### config.mk
export PLATFORM = sky130hd
export DESIGN_NAME = flt_seq
export DESIGN_NICKNAME = d
export VERILOG_FILES = /design/src/rtl/flt_pkg.sv /design/src/rtl/flt_decode.sv /design/src/rtl/flt_prescale.sv /design/src/rtl/flt_timer.sv /design/src/rtl/flt_ramp.sv /design/src/rtl/flt_seq.sv
export SDC_FILE = /design/constraint.sdc
export NUM_CORES = 1
export LEC_CHECK = 0
export BUFFER_PORTS_ARGS = -buffer_cell sky130_fd_sc_hd__buf_2
export CAP_MARGIN = 10
export CORE_AREA = 3 3 84 86
export CTS_CLUSTER_DIAMETER = 200
export DETAILED_ROUTE_END_ITERATION = 7
export DIE_AREA = 0 0 87 89
export PLACE_DENSITY_LB_ADDON = 0.05
export SLEW_MARGIN = 20
export SYNTH_ARGS = -nofsm -noshare
export SYNTH_HDL_FRONTEND = slang
export SYNTH_SLANG_ARGS = --single-unit
### constraint.sdc
create_clock -name clk_i -period 3.5 [get_ports clk_i]
set_input_delay 0.525 -clock clk_i [delete_from_list [all_inputs] [get_ports clk_i]]
set_output_delay 0.525 -clock clk_i [all_outputs]
set_load 0.01 [all_outputs]
### src/rtl/flt_pkg.sv
package flt_pkg;
  localparam int unsigned WORD_W    = 24;
  localparam int unsigned VAL_W     = 9;
  localparam int unsigned SEL_W     = 2;
  localparam int unsigned CTL_W     = 3;
  localparam int unsigned RSV_W     = WORD_W - VAL_W - SEL_W - CTL_W;
  localparam int unsigned N_TIMERS  = 3;
  localparam int unsigned RAMP_STEPS = 6;
  localparam int unsigned MULT_W    = RAMP_STEPS + 1;
  localparam int unsigned TICK_DIV  = 4;

  localparam logic [CTL_W-1:0] CTL_FREQ = 3'b000;
  localparam logic [CTL_W-1:0] CTL_CP   = 3'b100;
  localparam logic [RSV_W-1:0] RSV_OK   = 10'h001;

  typedef enum logic [SEL_W-1:0] {
    SEL_SW12 = 2'b00,
    SEL_SW3  = 2'b01,
    SEL_ICP  = 2'b10,
    SEL_NONE = 2'b11
  } tsel_e;

  typedef struct packed {
    logic [RSV_W-1:0] rsv;
    logic [VAL_W-1:0] val;
    tsel_e            sel;
    logic [CTL_W-1:0] ctl;
  } cp_word_t;
endpackage

### src/rtl/flt_decode.sv
module flt_decode
  import flt_pkg::*;
#(
  parameter int unsigned NT = N_TIMERS
) (
  input  logic              wr_i,
  input  logic [WORD_W-1:0] data_i,
  output logic              restart_o,
  output logic [NT-1:0]     load_o,
  output logic [VAL_W-1:0]  load_val_o
);
  cp_word_t w;
  logic     cp_ok;

  assign w          = cp_word_t'(data_i);
  assign restart_o  = wr_i && (w.ctl == CTL_FREQ);
  assign cp_ok      = wr_i && (w.ctl == CTL_CP) && (w.rsv == RSV_OK) && (w.sel != SEL_NONE);
  assign load_val_o = w.val;

  for (genvar i = 0; i < NT; i++) begin : g_ld
    assign load_o[i] = cp_ok && (w.sel == tsel_e'(i));
  end
endmodule

### src/rtl/flt_prescale.sv
module flt_prescale #(
  parameter int unsigned DIV = 4
) (
  input  logic clk_i,
  input  logic rst_ni,
  input  logic clear_i,
  output logic tick_o
);
  localparam int unsigned CW = (DIV > 1) ? $clog2(DIV) : 1;
  localparam logic [CW-1:0] LAST = CW'(DIV - 1);

  logic [CW-1:0] cnt_q;

  assign tick_o = (cnt_q == LAST);

  always_ff @(posedge clk_i or negedge rst_ni) begin
    if (!rst_ni)      cnt_q <= '0;
    else if (clear_i) cnt_q <= '0;
    else if (tick_o)  cnt_q <= '0;
    else              cnt_q <= cnt_q + 1'b1;
  end
endmodule

### src/rtl/flt_timer.sv
module flt_timer #(
  parameter int unsigned VW = 9
) (
  input  logic          clk_i,
  input  logic          rst_ni,
  input  logic          load_i,
  input  logic [VW-1:0] load_val_i,
  input  logic          restart_i,
  input  logic          tick_i,
  output logic          busy_o,
  output logic          expire_o
);
  logic [VW-1:0] cfg_q, cnt_q;
  logic          run_q;
  logic          last;

  // value 0 and 1 both end on the first tick
  assign last     = (cnt_q <= VW'(1));
  assign expire_o = run_q && tick_i && last && !restart_i;
  assign busy_o   = run_q;

  always_ff @(posedge clk_i or negedge rst_ni) begin
    if (!rst_ni)     cfg_q <= '0;
    else if (load_i) cfg_q <= load_val_i;
  end

  always_ff @(posedge clk_i or negedge rst_ni) begin
    if (!rst_ni) begin
      cnt_q <= '0;
      run_q <= 1'b0;
    end else if (restart_i) begin
      cnt_q <= cfg_q;
      run_q <= 1'b1;
    end else if (run_q && tick_i) begin
      if (last) run_q <= 1'b0;
      else      cnt_q <= cnt_q - 1'b1;
    end
  end
endmodule

### src/rtl/flt_ramp.sv
module flt_ramp #(
  parameter int unsigned STEPS = 6
) (
  input  logic           clk_i,
  input  logic           rst_ni,
  input  logic           restart_i,
  input  logic           start_i,
  input  logic           tick_i,
  output logic [STEPS:0] mult_o
);
  localparam logic [STEPS:0] M_MAX = {1'b1, {STEPS{1'b0}}};
  localparam logic [STEPS:0] M_MIN = {{STEPS{1'b0}}, 1'b1};

  logic [STEPS:0] mult_q;
  logic           act_q;

  assign mult_o = mult_q;

  always_ff @(posedge clk_i or negedge rst_ni) begin
    if (!rst_ni) begin
      mult_q <= M_MIN;
      act_q  <= 1'b0;
    end else if (restart_i) begin
      mult_q <= M_MAX;
      act_q  <= 1'b0;
    end else if (start_i) begin
      act_q  <= 1'b1;
    end else if (act_q && tick_i) begin
      mult_q <= mult_q >> 1;
      if (mult_q == (M_MIN << 1)) act_q <= 1'b0;
    end
  end
endmodule

### src/rtl/flt_seq.sv
module flt_seq
  import flt_pkg::*;
#(
  parameter int unsigned DIV   = TICK_DIV,
  parameter int unsigned STEPS = RAMP_STEPS
) (
  input  logic              clk_i,
  input  logic              rst_ni,
  input  logic              wr_i,
  input  logic [WORD_W-1:0] data_i,
  output logic              sw12_o,
  output logic              sw3_o,
  output logic [STEPS:0]    icp_mult_o
);
  logic                restart;
  logic [N_TIMERS-1:0] load, busy, expire;
  logic [VAL_W-1:0]    load_val;
  logic                tick;

  flt_decode #(.NT(N_TIMERS)) u_dec (
    .wr_i       (wr_i),
    .data_i     (data_i),
    .restart_o  (restart),
    .load_o     (load),
    .load_val_o (load_val)
  );

  flt_prescale #(.DIV(DIV)) u_pre (
    .clk_i   (clk_i),
    .rst_ni  (rst_ni),
    .clear_i (restart),
    .tick_o  (tick)
  );

  for (genvar i = 0; i < N_TIMERS; i++) begin : g_tmr
    flt_timer #(.VW(VAL_W)) u_tmr (
      .clk_i      (clk_i),
      .rst_ni     (rst_ni),
      .load_i     (load[i]),
      .load_val_i (load_val),
      .restart_i  (restart),
      .tick_i     (tick),
      .busy_o     (busy[i]),
      .expire_o   (expire[i])
    );
  end

  flt_ramp #(.STEPS(STEPS)) u_ramp (
    .clk_i     (clk_i),
    .rst_ni    (rst_ni),
    .restart_i (restart),
    .start_i   (expire[SEL_ICP]),
    .tick_i    (tick),
    .mult_o    (icp_mult_o)
  );

  assign sw12_o = busy[SEL_SW12];
  assign sw3_o  = busy[SEL_SW3];

  logic unused_expire;
  assign unused_expire = ^{expire[SEL_SW12], expire[SEL_SW3], busy[SEL_ICP]};
endmodule

Yosys cells after proc, flatten, opt, wreduce, memory -nomap -nowiden:

Index checks and enable logic that the tools add are counted.

* add/sub/neg operators: 4
* multipliers: 0
* divide/modulo/power cells: 0
* magnitude comparators: 3
* equality and inequality tests: 11
* shift-type cells: 0
* mux-type cells: 27
* bitwise gates (word level): 0
* reductions and logical operators: 33

Operators by type and width (count)
* $mux 9: 9
* $le 9x1->1 const B: 3
* $sub 9x1->9 const B: 3
* $mux 7: 3
* $reduce_and 2->1: 8
* $reduce_bool 2->1: 7
* $logic_and 1x1->1: 13
* $mux 1: 13
* $eq 10x1->1 const B: 1
* $ne 2x1->1 const B: 4
* $eq 7x2->1 const B: 1
* $reduce_bool 3->1: 2
* $eq 2x2->1 const B: 2
* $mux 2: 2
* $eq 3x3->1 const B: 1
* $logic_not 3->1: 1
* $add 2x1->2 const B: 1
* $eq 2x1->1 const B: 1
* $logic_not 2->1: 1
* $ne 2x2->1 const B: 1
* $logic_not 1->1: 1

* register bits after elaboration: 67
* bits in latches: 0
* bits in writable memories: 0
* ROM bits: 0
* input port bits: 27
* logic and storage cells: 90
* memories kept: 0

Depth between registers and ports, before layout:

* depth in word-level cells: 6
* mapped depth: 7
* depth with buffers taken out: 6

Hierarchy:

A second synthesis with hierarchy kept.

* cells, all modules: 328
* area, all modules: 3518.4 um2

Modules (own cells, without submodules)
* flt_timer: times used 3, cells each 91, area an instance 982.2 um2, sequential area each 475.5 um2
* flt_ramp: times used 1, cells each 29, area an instance 344.1 um2, sequential area each 201.4 um2
* flt_decode: times used 1, cells each 21, area an instance 148.9 um2, sequential area each 0.0 um2
* flt_prescale: times used 1, cells each 5, area an instance 78.8 um2, sequential area each 50.0 um2

Least setup slack after synthesis:

No wires, ideal clock.

* path type: input to register
* from: input data_i[15]
* to: register g_tmr[2].u_tmr.cfg_q[0]
* arrival time: 1.754 ns
* required time: 3.375 ns
* slack: 1.621 ns
* cell stages on the path: 5
* path through: nor4b_1 -> nand4_1 -> nor3b_1 -> buf_2 -> mux2_2

* longest elaborated chain between the ends: 4

RTL lines
* from (decl): RTL line flt_seq.sv:10 `input logic [WORD_W-1:0] data_i,`
* $eq 10x1->1: RTL line flt_decode.sv:17 `assign cp_ok = wr_i && (w.ctl == CTL_CP) && (w.rsv == RSV_OK) && (w.sel != SEL_NONE);`
* $logic_and 1x1->1 (2 in a row): RTL line flt_decode.sv:17
* $logic_and 1x1->1: RTL line flt_decode.sv:21 `assign load_o[i] = cp_ok && (w.sel == tsel_e'(i));`
* to (signal assigned): RTL line flt_timer.sv:24 `else if (load_i) cfg_q <= load_val_i;`
* to (decl): RTL line flt_timer.sv:13 `logic [VW-1:0] cfg_q, cnt_q;`

No other way between the ends.
A chain may end at the register's enable or synchronous reset.

Worst setup path after layout:

* from: register u_pre.cnt_q[0]
* to: register g_tmr[1].u_tmr.cnt_q[6]

* longest elaborated chain between the ends: 4

RTL lines
* from (decl): RTL line flt_prescale.sv:12 `logic [CW-1:0] cnt_q;`
* from (signal assigned): RTL line flt_prescale.sv:20 `else cnt_q <= cnt_q + 1'b1;`
* $eq 2x2->1: RTL line flt_prescale.sv:14 `assign tick_o = (cnt_q == LAST);`
* $logic_and 1x1->1
* $reduce_bool 2->1 (no source line)
* $reduce_and 2->1 (no source line)
* to (signal assigned): RTL line flt_timer.sv:32 `cnt_q <= cfg_q;`
* to (signal assigned): RTL line flt_timer.sv:36 `else cnt_q <= cnt_q - 1'b1;`
* to (decl): RTL line flt_timer.sv:13

No other way between the ends.

==> impl_metrics.env <==
export IMPL_reg2reg_from="u_pre.cnt_q[0]"
export IMPL_postCtsSetupRepairBufs=0
export IMPL_final_max_slew_violation_count=0
export IMPL_start_kind="flop"
export IMPL_ff2ff_setup_slack_ps=1370
export IMPL_finalWirelength_um=7240
export IMPL_drc=0
export IMPL_power_ir_vdd_worst_uv=442
export IMPL_critical_path_endpoint_type="flop"
export IMPL_yosys_mux_area_fraction_pct=9.71
export IMPL_total_leakage_power_nw=1.78
export IMPL_mostFrequentLayoutCell="dfrtp_1"
export IMPL_synth_distinct_cells=52
export IMPL_first_iter_violations=122
export IMPL_drive_above_1_share_pct=25.7
export IMPL_synth_simple_area_share_pct=24.0
export IMPL_tightest_slew_ps=782
export IMPL_grt_first_pass_wirelength_um=12500
export IMPL_synth_seq_area_share_pct=48.6
export IMPL_synth_xor_area_share_pct=0.507
export IMPL_initial_utilization_pct=54.4
export IMPL_maxCapViolations=0
export IMPL_postSynth_topFlopCell="dfrtp_1"
export IMPL_unrepaired_setup_endpoints_after_global_routing="false"
export IMPL_antenna_found_initial=0
export IMPL_ant_diodes=0
export IMPL_critical_path_top_delay_family="simple AND/OR/NAND/NOR gates"
export IMPL_final_hold_worst_slack_ps=266
export IMPL_fin_setup_tns_ps=0
export IMPL_coreArea_um2=6350
export IMPL_cpPeakStageDelay_ps=450
export IMPL_finalWorstSetupSlack_ps=1370
export IMPL_cts_max_level=3
export IMPL_via_count_of_the_first_global_routing_pass=2555
export IMPL_post_cts_gate_resize_count=0
export IMPL_async_reset_ff_share_pct=100
export IMPL_grt_usage_pct=21.0
export IMPL_slew_headroom_pct=47.8
export IMPL_clockRootBuffer="clkbuf_8"
export IMPL_yosysWarnings=0
export IMPL_post_drt_wl_per_cell_um=15.9
export IMPL_io_pin_count=36
export IMPL_clkLatencyLatePin_ps=340
export IMPL_critPathSlowestCell="or4_1"
export IMPL_reg2reg_depth=6
export IMPL_pwr_density_cell_nw_per_um2=685
export IMPL_layout_common_cells="66 x dfrtp_1, 35 x buf_2, 31 x nor2_1"
export IMPL_cts_sinks=67
export IMPL_syn2layout_area_growth_pct=13.3
export IMPL_required_ps=3760
export IMPL_die_w_um=87
export IMPL_floorplan_die_height_um=89
export IMPL_syn_cell_area_um2=3450
export IMPL_cts_root_to_sink_buffers=2
export IMPL_timing_hold_worst_class="in -> async"
export IMPL_fmax_mhz=470
export IMPL_cp_data_arrival_time_ps=2390
export IMPL_placementRows=29
export IMPL_tritoncts="built"
export IMPL_crit_path_max_fanout=10
export IMPL_hpwlAfterDp_um=5070
export IMPL_gp_congestion=0.792
export IMPL_timing_final_setup_violations=0
export IMPL_io_port_bufs=35
export IMPL_post_route_period_util_pct=60.8
export IMPL_minimum_clock_period_ps=2130
export IMPL_dominant_combinational_cell_family_by_area_after_synthesis="simple AND/OR/NAND/NOR gates"
export IMPL_num_vias=2669
export IMPL_cts_hold_buffers_added=0
export IMPL_worstPathCellList="ha_1, buf_4, and2_0, nand3_1, or4_1, a31oi_1"
export IMPL_global_route_overflow_total=0
export IMPL_clkTransAtPathRegs_ps=70
export IMPL_ant_nets=0
export IMPL_synth_fa_ha_area_share_pct=2.54
export IMPL_worst_path_buf_inv=1
export IMPL_dp_slack_ps=1350
export IMPL_skew_ps=7.32
export IMPL_drt_vias_per_instance=5.87
export IMPL_drt_pass1_iterations=4
export IMPL_synth_compound_gate_area_share_pct=11.6
export IMPL_fp_dieArea_um2=7740
export IMPL_postSynthRegisterBits=67
export IMPL_synth_avg_cell_area_um2=10.2
export IMPL_finalHoldViolations=0
export IMPL_grt_start_max_net_pins=42
export IMPL_critical_r2r_capture="g_tmr[1].u_tmr.cnt_q[6]"
export IMPL_nets=407
export IMPL_cts_inserted_buffers=9
export IMPL_worstSetupPathType="reg -> reg"
export IMPL_run_status="completed"
export IMPL_postSynthCellCount=337
export IMPL_synth_edff_count=0
export IMPL_synth_nets=371
## worst max path at each step
stage / slack, ps / startpoint / depth (start not counted) / to
floorplan: 1620 / data_i[15] / 5 / g_tmr[2].u_tmr.cfg_q[0]
finish: 1370 / u_pre.cnt_q[0] / 6 / g_tmr[1].u_tmr.cnt_q[6]
global route: 1170 / u_pre.cnt_q[0] / 6 / g_tmr[1].u_tmr.cnt_q[6]
detailed placement: 1350 / data_i[16] / 5 / g_tmr[0].u_tmr.cfg_q[0]
global placement: 1380 / data_i[16] / 5 / g_tmr[0].u_tmr.cfg_q[0]
CTS: 1400 / u_pre.cnt_q[0] / 6 / g_tmr[1].u_tmr.cnt_q[6]
## cell usage after synthesis (2+ instances only)
cell	count	share of area, %
a31o_2	4	1.0
o21ai_0	15	2.2
buf_1	3	0.33
mux2_2	27	8.8
and2_1	2	0.36
a21oi_1	13	1.9
ha_1	7	2.5
dfrtp_1	66	48
a31oi_1	8	1.4
nor4_1	3	0.54
a21o_1	3	0.65
nor4b_2	2	0.87
nor4b_1	3	0.76
o211ai_1	8	1.7
inv_1	8	0.87
nor3b_1	3	0.65
o311ai_0	2	0.51
nor2_1	31	3.4
clkbuf_1	7	0.76
xnor2_1	2	0.51
and3_1	2	0.36
or3_1	7	1.3
mux2i_1	2	0.58
or4_1	9	2.0
and4_1	2	0.51
nand2_1	28	3.0
o21bai_1	3	0.65
nand4_1	7	1.3
or4b_1	2	0.58
buf_2	6	0.87
nor3_1	4	0.58
nand3b_1	6	1.3
nand4b_1	2	0.51
nand3_1	22	3.2
## power breakdown
part / internal, W / switching, W / leakage [nW]
registers: 0.000973 / 0.000223 / 0.870
clock network: 0.000354 / 0.000279 / 0.106
logic: 0.000378 / 0.000473 / 0.800
## routing by layer
layer	share of wire [%]	vias to the layer above	GRT usage, %
met2	43	60	30.4
met1	52	1276	31.0
met5	0	-	0
met4	1.2	0	8.92
li1	-	1324	-
met3	4.3	9	3.50
## registers in the layout (all words and copies together) (netlist names)
| register | flops |
|---|---|
| g_tmr.u_tmr.cnt_q | 27 |
| g_tmr.u_tmr.cfg_q | 27 |
| u_ramp.act_q | 1 |
| u_ramp.mult_o | 7 |
| u_pre.cnt_q | 2 |
| g_tmr.u_tmr.busy_o | 3 |
## logic make-up after synthesis
kind of cell	Yosys count
buf+inv	25
simple gates	144
compound gates	62
flops	67
xor+xnor	2
fa+ha+maj	7
mux	30
## layout make-up
cell class                      count  area, µm²
Clock inverter                      1       5.00
Timing Repair Buffer               42        228
Fill cell                         553       2440
Sequential cell                    67       1680
Inverter                            8       30.0
Clock buffer                       15        196
Tap cell                           77       96.3
Multi-Input combinational cell    245       1680
## per-stage QoR
step	std cells	total power [W]	cell area [µm²]	utilization, %
after detailed placement	439	0.00206	3710	58.4
after floorplan	337	0.00181	3450	-
final	455	0.00268	3910	61.6
after CTS	455	0.00270	3910	61.6
after global placement	439	0.00203	3710	58.4
after global routing	455	0.00290	3910	61.6
## worst register-to-register path: stages (launching register included)
cell,delay [ps]
dfrtp_1,360
ha_1,370
buf_4,240
and2_0,300
nand3_1,180
or4_1,450
a31oi_1,170
Power figures use the tool's default switching activity.
